<file path="src/rtl/rst_seq_pkg.sv">
package rst_seq_pkg;

    typedef enum logic [1:0] {
        LVL_SOFT = 2'd0,
        LVL_HARD = 2'd1,
        LVL_POR  = 2'd2
    } rst_lvl_e;

    typedef enum logic [1:0] {
        ST_IDLE  = 2'd0,
        ST_DRIVE = 2'd1,
        ST_WAIT  = 2'd2
    } seq_st_e;

    localparam int SRC_N     = 6;
    localparam int SRC_POR   = 0;
    localparam int SRC_XHARD = 1;
    localparam int SRC_XSOFT = 2;
    localparam int SRC_WDOG  = 3;
    localparam int SRC_BMON  = 4;
    localparam int SRC_TAP   = 5;

    localparam logic [SRC_N-1:0] HARD_SRC_MASK = 6'b011010;
    localparam logic [SRC_N-1:0] SOFT_SRC_MASK = 6'b100100;

endpackage

</file>
<file path="src/rtl/rst_sync.sv">
module rst_sync #(
    parameter int                WIDTH   = 1,
    parameter int                STAGES  = 2,
    parameter logic [WIDTH-1:0]  RST_VAL = '0
) (
    input  logic             clk_i,
    input  logic             rst_ni,
    input  logic [WIDTH-1:0] d_i,
    output logic [WIDTH-1:0] q_o
);

    logic [STAGES-1:0][WIDTH-1:0] pipe_d, pipe_q;

    always_comb begin
        pipe_d[0] = d_i;
        for (int i = 1; i < STAGES; i++) begin
            pipe_d[i] = pipe_q[i-1];
        end
    end

    always_ff @(posedge clk_i or negedge rst_ni) begin
        if (!rst_ni) begin
            pipe_q <= {STAGES{RST_VAL}};
        end else begin
            pipe_q <= pipe_d;
        end
    end

    assign q_o = pipe_q[STAGES-1];

endmodule

</file>
<file path="src/rtl/rst_req_arb.sv">
module rst_req_arb
    import rst_seq_pkg::*;
(
    input  logic             clk_i,
    input  logic             rst_ni,
    input  logic             hard_pin_s_i,
    input  logic             soft_pin_s_i,
    input  logic             wdog_s_i,
    input  logic             wdog_en_s_i,
    input  logic             bmon_s_i,
    input  logic             bmon_en_s_i,
    input  logic             tap_s_i,
    input  logic             busy_i,
    input  rst_lvl_e         cur_lvl_i,
    output logic             req_vld_o,
    output rst_lvl_e         req_lvl_o,
    output logic [SRC_N-1:0] src_set_o
);

    logic             hard_ok, soft_ok;
    logic [SRC_N-1:0] src_hit;

    always_comb begin
        // a deeper level may interrupt a soft sequence; soft only when idle
        hard_ok = !busy_i || (cur_lvl_i == LVL_SOFT);
        soft_ok = !busy_i;

        src_hit            = '0;
        src_hit[SRC_XHARD] = !hard_pin_s_i && hard_ok;
        src_hit[SRC_WDOG]  = wdog_s_i && wdog_en_s_i && hard_ok;
        src_hit[SRC_BMON]  = bmon_s_i && bmon_en_s_i && hard_ok;
        src_hit[SRC_XSOFT] = !soft_pin_s_i && soft_ok;
        src_hit[SRC_TAP]   = tap_s_i && soft_ok;

        req_vld_o = 1'b0;
        req_lvl_o = LVL_SOFT;
        src_set_o = '0;
        if (|(src_hit & HARD_SRC_MASK)) begin
            req_vld_o = 1'b1;
            req_lvl_o = LVL_HARD;
            src_set_o = src_hit & HARD_SRC_MASK;
        end else if (|(src_hit & SOFT_SRC_MASK)) begin
            req_vld_o = 1'b1;
            req_lvl_o = LVL_SOFT;
            src_set_o = src_hit & SOFT_SRC_MASK;
        end
    end


    soft_masked_busy_chk: assert property (@(posedge clk_i) disable iff (!rst_ni)
        busy_i |-> ((src_set_o & SOFT_SRC_MASK) == '0));


    disabled_expiry_chk: assert property (@(posedge clk_i) disable iff (!rst_ni)
        (!wdog_en_s_i && !bmon_en_s_i && hard_pin_s_i && soft_pin_s_i && !tap_s_i)
        |-> !req_vld_o);

endmodule

</file>
<file path="src/rtl/rst_seq_fsm.sv">
module rst_seq_fsm
    import rst_seq_pkg::*;
#(
    parameter int HARD_CYCLES = 512,
    parameter int SOFT_CYCLES = 256
) (
    input  logic     clk_i,
    input  logic     rst_ni,
    input  logic     req_vld_i,
    input  rst_lvl_e req_lvl_i,
    input  logic     hard_pin_s_i,
    input  logic     soft_pin_s_i,
    output logic     busy_o,
    output rst_lvl_e cur_lvl_o,
    output logic     core_rst_o,
    output logic     hard_drv_o,
    output logic     soft_drv_o,
    output logic     por_smp_o,
    output logic     hrcw_smp_o
);

    localparam int MAX_CYC = (HARD_CYCLES > SOFT_CYCLES) ? HARD_CYCLES : SOFT_CYCLES;
    localparam int CNT_W   = $clog2(MAX_CYC);
    localparam logic [CNT_W-1:0] HARD_LAST = CNT_W'(HARD_CYCLES - 1);
    localparam logic [CNT_W-1:0] SOFT_LAST = CNT_W'(SOFT_CYCLES - 1);

    typedef struct packed {
        seq_st_e          st;
        rst_lvl_e         lvl;
        logic [CNT_W-1:0] cnt;
        logic             core_rst;
        logic             hdrv;
        logic             sdrv;
        logic             psmp;
        logic             hsmp;
    } fsm_t;

    localparam fsm_t FSM_RST = '{
        st: ST_DRIVE, lvl: LVL_POR, cnt: '0,
        core_rst: 1'b1, hdrv: 1'b1, sdrv: 1'b1, psmp: 1'b0, hsmp: 1'b0
    };

    fsm_t             fsm_d, fsm_q;
    logic [CNT_W-1:0] last_cnt;

    always_comb begin
        fsm_d      = fsm_q;
        fsm_d.psmp = 1'b0;
        fsm_d.hsmp = 1'b0;
        last_cnt   = (fsm_q.lvl == LVL_SOFT) ? SOFT_LAST : HARD_LAST;

        unique case (fsm_q.st)
            ST_DRIVE: begin
                if (fsm_q.cnt == last_cnt) begin
                    fsm_d.st   = ST_WAIT;
                    fsm_d.cnt  = '0;
                    fsm_d.psmp = (fsm_q.lvl == LVL_POR);
                    fsm_d.hsmp = (fsm_q.lvl != LVL_SOFT);
                end else begin
                    fsm_d.cnt = fsm_q.cnt + 1'b1;
                end
            end
            ST_WAIT: begin
                if (hard_pin_s_i && soft_pin_s_i) begin
                    fsm_d.st = ST_IDLE;
                end
            end
            default: ;
        endcase

        // the arbiter only passes requests that outrank the running level
        if (req_vld_i) begin
            fsm_d.st   = ST_DRIVE;
            fsm_d.lvl  = req_lvl_i;
            fsm_d.cnt  = '0;
            fsm_d.psmp = 1'b0;
            fsm_d.hsmp = 1'b0;
        end

        fsm_d.core_rst = (fsm_d.st != ST_IDLE);
        fsm_d.sdrv     = (fsm_d.st == ST_DRIVE);
        fsm_d.hdrv     = (fsm_d.st == ST_DRIVE) && (fsm_d.lvl != LVL_SOFT);
    end

    always_ff @(posedge clk_i or negedge rst_ni) begin
        if (!rst_ni) begin
            fsm_q <= FSM_RST;
        end else begin
            fsm_q <= fsm_d;
        end
    end

    assign busy_o     = (fsm_q.st != ST_IDLE);
    assign cur_lvl_o  = fsm_q.lvl;
    assign core_rst_o = fsm_q.core_rst;
    assign hard_drv_o = fsm_q.hdrv;
    assign soft_drv_o = fsm_q.sdrv;
    assign por_smp_o  = fsm_q.psmp;
    assign hrcw_smp_o = fsm_q.hsmp;


    por_strobe_lvl_chk: assert property (@(posedge clk_i) disable iff (!rst_ni)
        fsm_q.psmp |-> (fsm_q.lvl == LVL_POR && fsm_q.hsmp && fsm_q.st == ST_WAIT));


    hold_until_pins_chk: assert property (@(posedge clk_i) disable iff (!rst_ni)
        (fsm_q.st == ST_WAIT && !(hard_pin_s_i && soft_pin_s_i)) |=> fsm_q.core_rst);


    hard_restart_chk: assert property (@(posedge clk_i) disable iff (!rst_ni)
        (req_vld_i && req_lvl_i == LVL_HARD)
        |=> (fsm_q.st == ST_DRIVE && fsm_q.lvl == LVL_HARD && fsm_q.cnt == '0 && fsm_q.hdrv));


    cnt_bound_chk: assert property (@(posedge clk_i) disable iff (!rst_ni)
        (fsm_q.st == ST_DRIVE) |-> (fsm_q.cnt <= last_cnt));

endmodule

</file>
<file path="src/rtl/rst_status.sv">
module rst_status
    import rst_seq_pkg::*;
(
    input  logic             clk_i,
    input  logic             rst_ni,
    input  logic [SRC_N-1:0] set_i,
    input  logic             wr_i,
    input  logic [SRC_N-1:0] wdata_i,
    output logic [SRC_N-1:0] stat_o
);

    localparam logic [SRC_N-1:0] STAT_RST = SRC_N'(1) << SRC_POR;

    logic [SRC_N-1:0] stat_d, stat_q;

    always_comb begin
        // a new event in the same cycle as a clear keeps its bit
        stat_d = (stat_q & ~(wr_i ? wdata_i : '0)) | set_i;
    end

    always_ff @(posedge clk_i or negedge rst_ni) begin
        if (!rst_ni) begin
            stat_q <= STAT_RST;
        end else begin
            stat_q <= stat_d;
        end
    end

    assign stat_o = stat_q;

    for (genvar k = 0; k < SRC_N; k++) begin : g_bit_chk

        bit_set_chk: assert property (@(posedge clk_i) disable iff (!rst_ni)
            set_i[k] |=> stat_q[k]);

        bit_clr_chk: assert property (@(posedge clk_i) disable iff (!rst_ni)
            (wr_i && wdata_i[k] && !set_i[k]) |=> !stat_q[k]);
    end

endmodule

</file>
<file path="src/rtl/rst_seq_ctrl.sv">
module rst_seq_ctrl
    import rst_seq_pkg::*;
#(
    parameter int HARD_CYCLES = 512,
    parameter int SOFT_CYCLES = 256
) (
    input  logic       clk_i,
    input  logic       por_n_i,
    input  logic       hard_pin_i,
    input  logic       soft_pin_i,
    input  logic       wdog_exp_i,
    input  logic       wdog_en_i,
    input  logic       bmon_exp_i,
    input  logic       bmon_en_i,
    input  logic       tap_srst_i,
    input  logic       stat_wr_i,
    input  logic [5:0] stat_wdata_i,
    output logic       core_rst_o,
    output logic       hard_drv_o,
    output logic       soft_drv_o,
    output logic       por_cfg_smp_o,
    output logic       hrcw_smp_o,
    output logic [5:0] stat_o
);

    localparam int SYNC_STAGES = 2;
    localparam int SYNC_W      = 7;
    // pins idle high, strobes idle low
    localparam logic [SYNC_W-1:0] SYNC_RST = 7'b0000011;

    logic [SYNC_W-1:0] raw_in, syn_in;
    logic              busy, req_vld;
    rst_lvl_e          cur_lvl, req_lvl;
    logic [SRC_N-1:0]  src_set;

    assign raw_in = {tap_srst_i, bmon_en_i, bmon_exp_i, wdog_en_i, wdog_exp_i,
                     soft_pin_i, hard_pin_i};

    rst_sync #(
        .WIDTH   (SYNC_W),
        .STAGES  (SYNC_STAGES),
        .RST_VAL (SYNC_RST)
    ) u_sync (
        .clk_i  (clk_i),
        .rst_ni (por_n_i),
        .d_i    (raw_in),
        .q_o    (syn_in)
    );

    rst_req_arb u_arb (
        .clk_i        (clk_i),
        .rst_ni       (por_n_i),
        .hard_pin_s_i (syn_in[0]),
        .soft_pin_s_i (syn_in[1]),
        .wdog_s_i     (syn_in[2]),
        .wdog_en_s_i  (syn_in[3]),
        .bmon_s_i     (syn_in[4]),
        .bmon_en_s_i  (syn_in[5]),
        .tap_s_i      (syn_in[6]),
        .busy_i       (busy),
        .cur_lvl_i    (cur_lvl),
        .req_vld_o    (req_vld),
        .req_lvl_o    (req_lvl),
        .src_set_o    (src_set)
    );

    rst_seq_fsm #(
        .HARD_CYCLES (HARD_CYCLES),
        .SOFT_CYCLES (SOFT_CYCLES)
    ) u_fsm (
        .clk_i        (clk_i),
        .rst_ni       (por_n_i),
        .req_vld_i    (req_vld),
        .req_lvl_i    (req_lvl),
        .hard_pin_s_i (syn_in[0]),
        .soft_pin_s_i (syn_in[1]),
        .busy_o       (busy),
        .cur_lvl_o    (cur_lvl),
        .core_rst_o   (core_rst_o),
        .hard_drv_o   (hard_drv_o),
        .soft_drv_o   (soft_drv_o),
        .por_smp_o    (por_cfg_smp_o),
        .hrcw_smp_o   (hrcw_smp_o)
    );

    rst_status u_stat (
        .clk_i   (clk_i),
        .rst_ni  (por_n_i),
        .set_i   (src_set),
        .wr_i    (stat_wr_i),
        .wdata_i (stat_wdata_i),
        .stat_o  (stat_o)
    );

endmodule

</file>
<file path="config.mk">
export PLATFORM = sky130hd
export DESIGN_NAME = rst_seq_ctrl
export DESIGN_NICKNAME = d
export VERILOG_FILES = /design/src/rtl/rst_seq_pkg.sv /design/src/rtl/rst_sync.sv /design/src/rtl/rst_req_arb.sv /design/src/rtl/rst_seq_fsm.sv /design/src/rtl/rst_status.sv /design/src/rtl/rst_seq_ctrl.sv
export SDC_FILE = /design/constraint.sdc
export NUM_CORES = 1
export LEC_CHECK = 0
export BUFFER_PORTS_ARGS = -buffer_cell sky130_fd_sc_hd__clkbuf_2
export CORE_MARGIN = 2
export CORE_UTILIZATION = 45
export CTS_CLUSTER_SIZE = 16
export DETAILED_ROUTE_END_ITERATION = 10
export GPL_TIMING_DRIVEN = 0
export MAX_ROUTING_LAYER = met4
export PLACE_DENSITY = 0.76
export SETUP_SLACK_MARGIN = 0.2
export SLEW_MARGIN = 20
export SYNTH_ARGS = -nofsm -noshare
export SYNTH_HDL_FRONTEND = slang
export SYNTH_SLANG_ARGS = --single-unit
</file>
<file path="constraint.sdc">
create_clock -name clk_i -period 4.8 [get_ports clk_i]
set_input_delay 0.48 -clock clk_i [delete_from_list [all_inputs] [get_ports clk_i]]
set_output_delay 0.48 -clock clk_i [all_outputs]
set_load 0.01 [all_outputs]
</file>
==> flow_summary_export.csv, run 1 <==
group,metric,value,unit
timing,max_freq,512,MHz
synth,ys_ff_latch,38,
floorplan,placementRows,21,
synth,post-synth-top-area-cell,"dfrtp_1",
synth,synth.most_common_cell,"dfrtp_1",
grt,top_usage_layer,"met2",
synth,synth_cell_types,36,
finish,diodes,0,
cts,numCtsBuffers,5,
synth,ys.flop_type,"dfrtp_1",
finish,num-fill-cells,295,
route,drtPass1Iterations,4,
setup_path,worstPathArrival,2.22,ns
route,ant_nets,0,
finish,syn_to_final_growth,18.6,%
synth,synth_area,1580,µm²
timing,rsz0062_at_grt,"no",
synth,ys_warn_count,0,
floorplan,die_w,63.3,µm
cts,cts_tree,"yes",
route,viasPerCell,5.10,
placement,gp_congestion,0.755,
cts,post_cts_buffers,0,
synth,syn_inst,142,
synth,asyncSetResetFlopFracSynth,100,%
synth,synth_area_leaders,"dfrtp_1, dfstp_2, nand2_1",
synth,syn_nets,162,
grt,met1_usage,22.9,%
finish,drive_above_1_share,28.4,%
synth,synthTopCellsByCount,"dfrtp_1, nand2_1, dfstp_2, nor2_1, o21ai_0",
cts,cts.sinks,38,
setup_path,crit_fanout,10,
placement,hpwl,2.12,mm
run,drv_cap,0,
grt,antenna_found_initial,0,
setup_path,crit_type,"reg2reg",
route,num_vias,1132,
cts,h-tree-depth,2,
cts,max-clock-path-buffers,2,
grt,grt_pass1_wl,5.28,mm
timing,min_period,1.95,ns
power_and_ir_drop,power_density,327,nW/µm²
cts,cts.repair.resized,0,
timing,setup_viol,0,
power_and_ir_drop,vdd_drop_max,0.178,mV
synth,ys_seq_area_share,60.9,%
hold_path,holdCritPathClass,"in2reg",
floorplan,start_util,47.0,%
synth,synth-edff-count,0,
power_and_ir_drop,leakagePower,0.844,nW
route,wirelength,2.93,mm
grt,grt_use_met3,4.29,%
floorplan,fp.dieH,63.3,µm
timing,period_share,40.7,%
route,wl_per_cell,13.2,µm
setup_path,end_kind,"register",
floorplan,dieArea,4000,µm²
floorplan,core-area,3360,µm²
timing,clock_skew,0.00211,ns
grt,grt_overflow_total,0,
grt,grt_pass1_vias,1170,
timing,worstMarginPinSlew,0.875,ns
finish,fin_nets,195,
synth,synth_top_area_share,44.3,%
synth,syn_area_per_cell,11.1,µm²
cts,hold_buffers,0,
grt,grt_max_degree,39,
setup_path,crit_required,5.07,ns
cts,cts.reportedPaths.clkPinSlew,0.11,ns
grt,track_usage,17.5,%
floorplan,ioPinCount,27,
grt,grtUsageMet2,25.9,%
placement,portBuffers,26,
timing,slew_headroom,41.6,%
route,drt_iter0_markers,39,
cts,cts-root-buf,"clkbuf_4",
power_and_ir_drop,power,614,µW
timing,hold_viol,0,
route,drc_errors,0,
timing,slew_viol_final,0,
run_status,status,"finished, final reports clean",
setup_path,startpoint_type,"register",
cts,clk_latency,0.34,ns
timing,setup_tns,0,ns
finish,utilization,55.8,%
[layout by cell type, fill, tap and decap left out, types with 3 or more instances in the layout]
cell      instances
nor2_1           10
dfstp_2          10
ha_1              4
nand4_1           5
nand3_1           6
nand2b_1          5
clkbuf_2         26
o211ai_1          5
nand2_1          19
a31oi_1           3
xor2_1            3
o21ai_1           3
clkbuf_4          5
dfrtp_1          28
o21ai_0           7
inv_1             3
a21oi_1           6
[where the power goes]
part           switching, mW  leakage (nW)  internal [mW]
Combinational        0.00926         0.331        0.00513
Sequential           0.00225         0.458          0.328
Clock                  0.107        0.0554          0.163
[final cells by class]
class,count,area [µm²],area share [%]
sequential,38,963,51.4
multi-input combinational,98,593,31.6
timing repair buffer,26,130,6.94
clock inverter,3,68.8,3.67
tap,46,57.6,3.07
clock buffer,5,37.5,2.00
buffer,3,13.8,0.734
inverter,3,11.3,0.600
[state kept, by name, summed over array words and instances, names as in the netlist]
signal            cells
u_fsm.core_rst_o      1
u_fsm.hard_drv_o      1
u_fsm.soft_drv_o      1
u_fsm.por_smp_o       1
u_fsm.fsm_q          11
u_sync.q_o            7
u_sync.pipe_d         7
u_fsm.cur_lvl_o       2
u_fsm.hrcw_smp_o      1
u_stat.stat_o         6
[final timing paths]
kind	cells after the start	startpoint	endpoint	slack [ns]
max in group asynchronous	1	por_n_i	u_fsm.fsm_q[11]$_DFFE_PN0P_	4.03
min in group asynchronous	1	por_n_i	u_sync.pipe_d[12]$_DFF_PN0_	0.23
min	1	soft_pin_i	u_sync.pipe_d[8]$_DFF_PN1_	0.21
min reg2reg	0	u_sync.pipe_d[10]$_DFF_PN0_	u_sync.q_o[3]$_DFF_PN0_	0.36
max reg2reg	7	u_fsm.fsm_q[16]$_DFF_PN1_	u_fsm.hrcw_smp_o$_DFF_PN0_	2.85
max	7	u_fsm.fsm_q[16]$_DFF_PN1_	u_fsm.hrcw_smp_o$_DFF_PN0_	2.85
[per-stage QoR]
step | worst slack, ns | area (µm²) | cells | hold slack (ns)
detailed placement | 2.90 | 1770 | 214 | 0.335
CTS | 2.85 | 1880 | 222 | 0.201
floorplan | 3.09 | 1580 | 142 | 0.184
global route | 2.75 | 1880 | 222 | 0.177
global placement | 2.90 | 1770 | 214 | 0.333
finish | 2.85 | 1880 | 222 | 0.207
[layer usage]
layer | vias to the layer above | part of all wire, %
li1 | 563 | -
met5 | - | 0
met2 | 26 | 49
met1 | 538 | 45
met4 | 0 | 2.2
met3 | 5 | 4.4
[kinds of logic after synthesis]
| kind of cell | Yosys count | synth area share (%) |
|---|---|---|
| simple gates | 58 | 18.6 |
| flops | 38 | 60.9 |
| compound gates | 31 | 12.5 |
| buf+inv | 6 | 1.58 |
| xor+xnor | 5 | 3.24 |
| fa+ha+maj | 4 | 3.16 |
[critical path: stages (launching register included)]
cell	delay [ns]
dfstp_2	0.58
inv_1	0.06
ha_1	0.26
o21ba_2	0.29
a31oi_1	0.08
a21o_1	0.22
buf_2	0.20
nor3_1	0.18
Note: power is estimated with default switching activity, not from simulation.
==> run 2: changes to the inputs <==
==> constraint.sdc (replaced) <==
create_clock -name clk_i -period 1.8 [get_ports clk_i]
set_input_delay 0.18 -clock clk_i [delete_from_list [all_inputs] [get_ports clk_i]]
set_output_delay 0.18 -clock clk_i [all_outputs]
set_load 0.01 [all_outputs]
==> run 2 against run 1 <==
Net effect: power increased to 2.7 times the previous value; highest routed layer unchanged; hold slack got worse by 0.16 ns; design area increased by 21%; count of clock-buffer cells in the layout unchanged; critical endpoint is now u_fsm.core_rst_o$_DFF_PN1_; sequential share of layout area decreased by 8.8 points; critical path type unchanged; maximum frequency increased by 13%; non-clock buffer count increased by 22; first-iteration DRC count increased by 110%; register-to-register slack got worse by 2.8 ns; wire length increased by 32%.
==> flow_summary_export.csv, run 2 (synthesized netlist as in run 1, its figures left out) <==
group,metric,value,unit
power_and_ir_drop,power_density,733,nW/µm²
placement,pre_cts_ws,-0.0335,ns
floorplan,die_w,63.3,µm
grt,grt_overflow_total,0,
timing,hold_viol,0,
route,wl_met3,201,µm
grt,antenna_found_initial,0,
floorplan,start_util,47.0,%
cts,max-clock-path-buffers,2,
floorplan,dieArea,4000,µm²
floorplan,placementRows,21,
setup_path,cp_num_buf_inv,1,
floorplan,core-area,3360,µm²
route,wirelength,3.86,mm
timing,rsz0062_at_grt,"yes",
floorplan,ioPinCount,27,
hold_path,holdCritPathClass,"in2reg",
setup_path,slowest_stage,"dfstp_2",
route,met2_length,2.04,mm
placement,hpwl,2.05,mm
finish,largest_register_ffs,11,
setup_path,crit_fanout,8,
timing,slew_viol_final,0,
route,ant_nets,0,
finish,regMostFlops,"u_fsm.fsm_q",
timing,setup_slack,0.0795,ns
setup_path,cp_common_cell,"nand4_1",
cts,clk_latency,0.35,ns
route,drt_iter0_markers,81,
floorplan,fp.dieH,63.3,µm
route,num_vias,1335,
placement,placed_cell_area,1790,µm²
setup_path,cp_top_family,"simple AND/OR/NAND/NOR gates",
setup_path,startpoint_type,"register",
setup_path,crit_start,"u_fsm.fsm_q[16]$_DFF_PN1_",
run_status,status,"finished, final reports clean",
finish,drive_above_1_share,41.9,%
power_and_ir_drop,p_int,1.33,mW
route,wl_met1,1.51,mm
finish,fin_nets,217,
setup_path,regToRegSetupSlack,0.08,ns
grt,track_usage,19.4,%
finish,layout_common_cells,"dfrtp_1, clkbuf_2, nand2_1, buf_4, dfstp_2",
setup_path,end_kind,"register",
setup_path,path_cells,"buf_12 -> ha_4 -> nand4_1 -> nor2_1 -> a32oi_2 -> nand4_1",
placement,gp_congestion,0.812,
route,viasPerCell,5.47,
setup_path,timing.rr.start,"u_fsm.fsm_q[16]$_DFF_PN1_",
cts,cts-root-buf,"clkbuf_4",
timing,clock_skew,0.00458,ns
run,drv_cap,0,
finish,syn_to_final_growth,43.4,%
hold_path,min_from,"stat_wr_i",
route,drtPass1Iterations,4,
setup_path,crit_required,2.09,ns
finish,postLayoutCellArea,2270,µm²
power_and_ir_drop,clkPwrFrac,43.6,%
cts,cts.reportedPaths.clkPinSlew,0.11,ns
timing,min_period,1.72,ns
finish,final_common_cell,"dfrtp_1",
setup_path,crit_type,"reg2reg",
cts,numCtsBuffers,5,
cts,cts.sinks,38,
power_and_ir_drop,swShare,19.7,%
route,wl_per_cell,15.8,µm
timing,worstMarginPinSlew,0.881,ns
grt,grt_pass1_wl,5.66,mm
finish,diodes,0,
power_and_ir_drop,power_frac_seq,53.0,%
power_and_ir_drop,power.switching,328,µW
route,drc_errors,0,
cts,cts_tree,"yes",
timing,period_share,95.6,%
power_and_ir_drop,vdd_drop_max,0.468,mV
timing,max_freq,581,MHz
route,top_layer_used,"met4",
setup_path,worstPathArrival,2.01,ns
power_and_ir_drop,power_frac_comb,3.3,%
grt,grt_max_degree,39,
setup_path,max_stage_delay,0.59,ns
power_and_ir_drop,leakagePower,0.966,nW
timing,slew_headroom,41.2,%
timing,worst_hold_slack,0.0486,ns
cts,h-tree-depth,2,
placement,portBuffers,26,
timing,setup_viol,0,
grt,grt_pass1_vias,1275,
==> run 2: cell types whose count changed in the layout (fill, tap and decap cells not counted), sizes merged <==
cell and delta:
buf +14, dlygate4sd3 +9, clkbuf -1
==> run 2: worst paths after layout <==
path | to | depth (start not counted)
worst max-delay path | u_fsm.core_rst_o$_DFF_PN1_ | 6
worst min-delay path | u_stat.stat_o[0]$_DFF_PN1_ | 2
worst max register to register | u_fsm.core_rst_o$_DFF_PN1_ | 6
worst min register to register | u_sync.q_o[5]$_DFF_PN0_ | 0
max in group asynchronous | u_fsm.fsm_q[9]$_DFFE_PN0P_ | 2
min in group asynchronous | u_sync.q_o[3]$_DFF_PN0_ | 2
==> run 2: metrics by stage <==
step | TNS (ns) | power [mW] | utilization (%) | instances
2_1_floorplan | 0 | 0.900 | - | 142
3_3_place_gp | 0 | 0.933 | 53.2 | 214
3_5_place_dp | -0.0576 | 0.935 | 53.2 | 214
4_1_cts | 0 | 1.67 | 62.8 | 238
5_1_grt | 0 | 1.71 | 67.4 | 244
6_report | 0 | 1.66 | 67.4 | 244
==> run 2: final cells by class <==
type	instances	area, µm²
fillers	262	1090
flip-flops and latches	38	965
multi-input cells	98	768
repair buffers	48	334
clock inverters	3	68.8
well taps	46	57.6
clock buffers	5	37.5
plain buffers	3	26.3
inverters	3	11.3
==> run 2: power groups by stage <==
stage                     registers, mW  logic, mW  clock network [mW]
after global routing              0.884     0.0635               0.763
after global placement            0.895     0.0381                   0
final                             0.881     0.0557               0.725
after CTS                         0.881     0.0560               0.731
after detailed placement          0.896     0.0393                   0
after floorplan                   0.894    0.00592                   0
==> run 2: timing repair <==
| item | CTS | global route |
|---|---|---|
| endpoints found under the setup margin | 17 | 17 |
| hold buffers | 9 | 0 |
| gates cloned | 1 | 0 |
| resized for setup | 13 | 23 |
| buffers inserted | 6 | 6 |
| pin swaps | 5 | 8 |
| endpoints found under the hold margin | 36 | 0 |
==> run 2: layer usage <==
layer / vias up / track usage, %
met2: 46 / 32.8
met3: 13 / 6.07
met4: 0 / 9.51
met1: 666 / 20.5
li1: 610 / -
met5: - / -
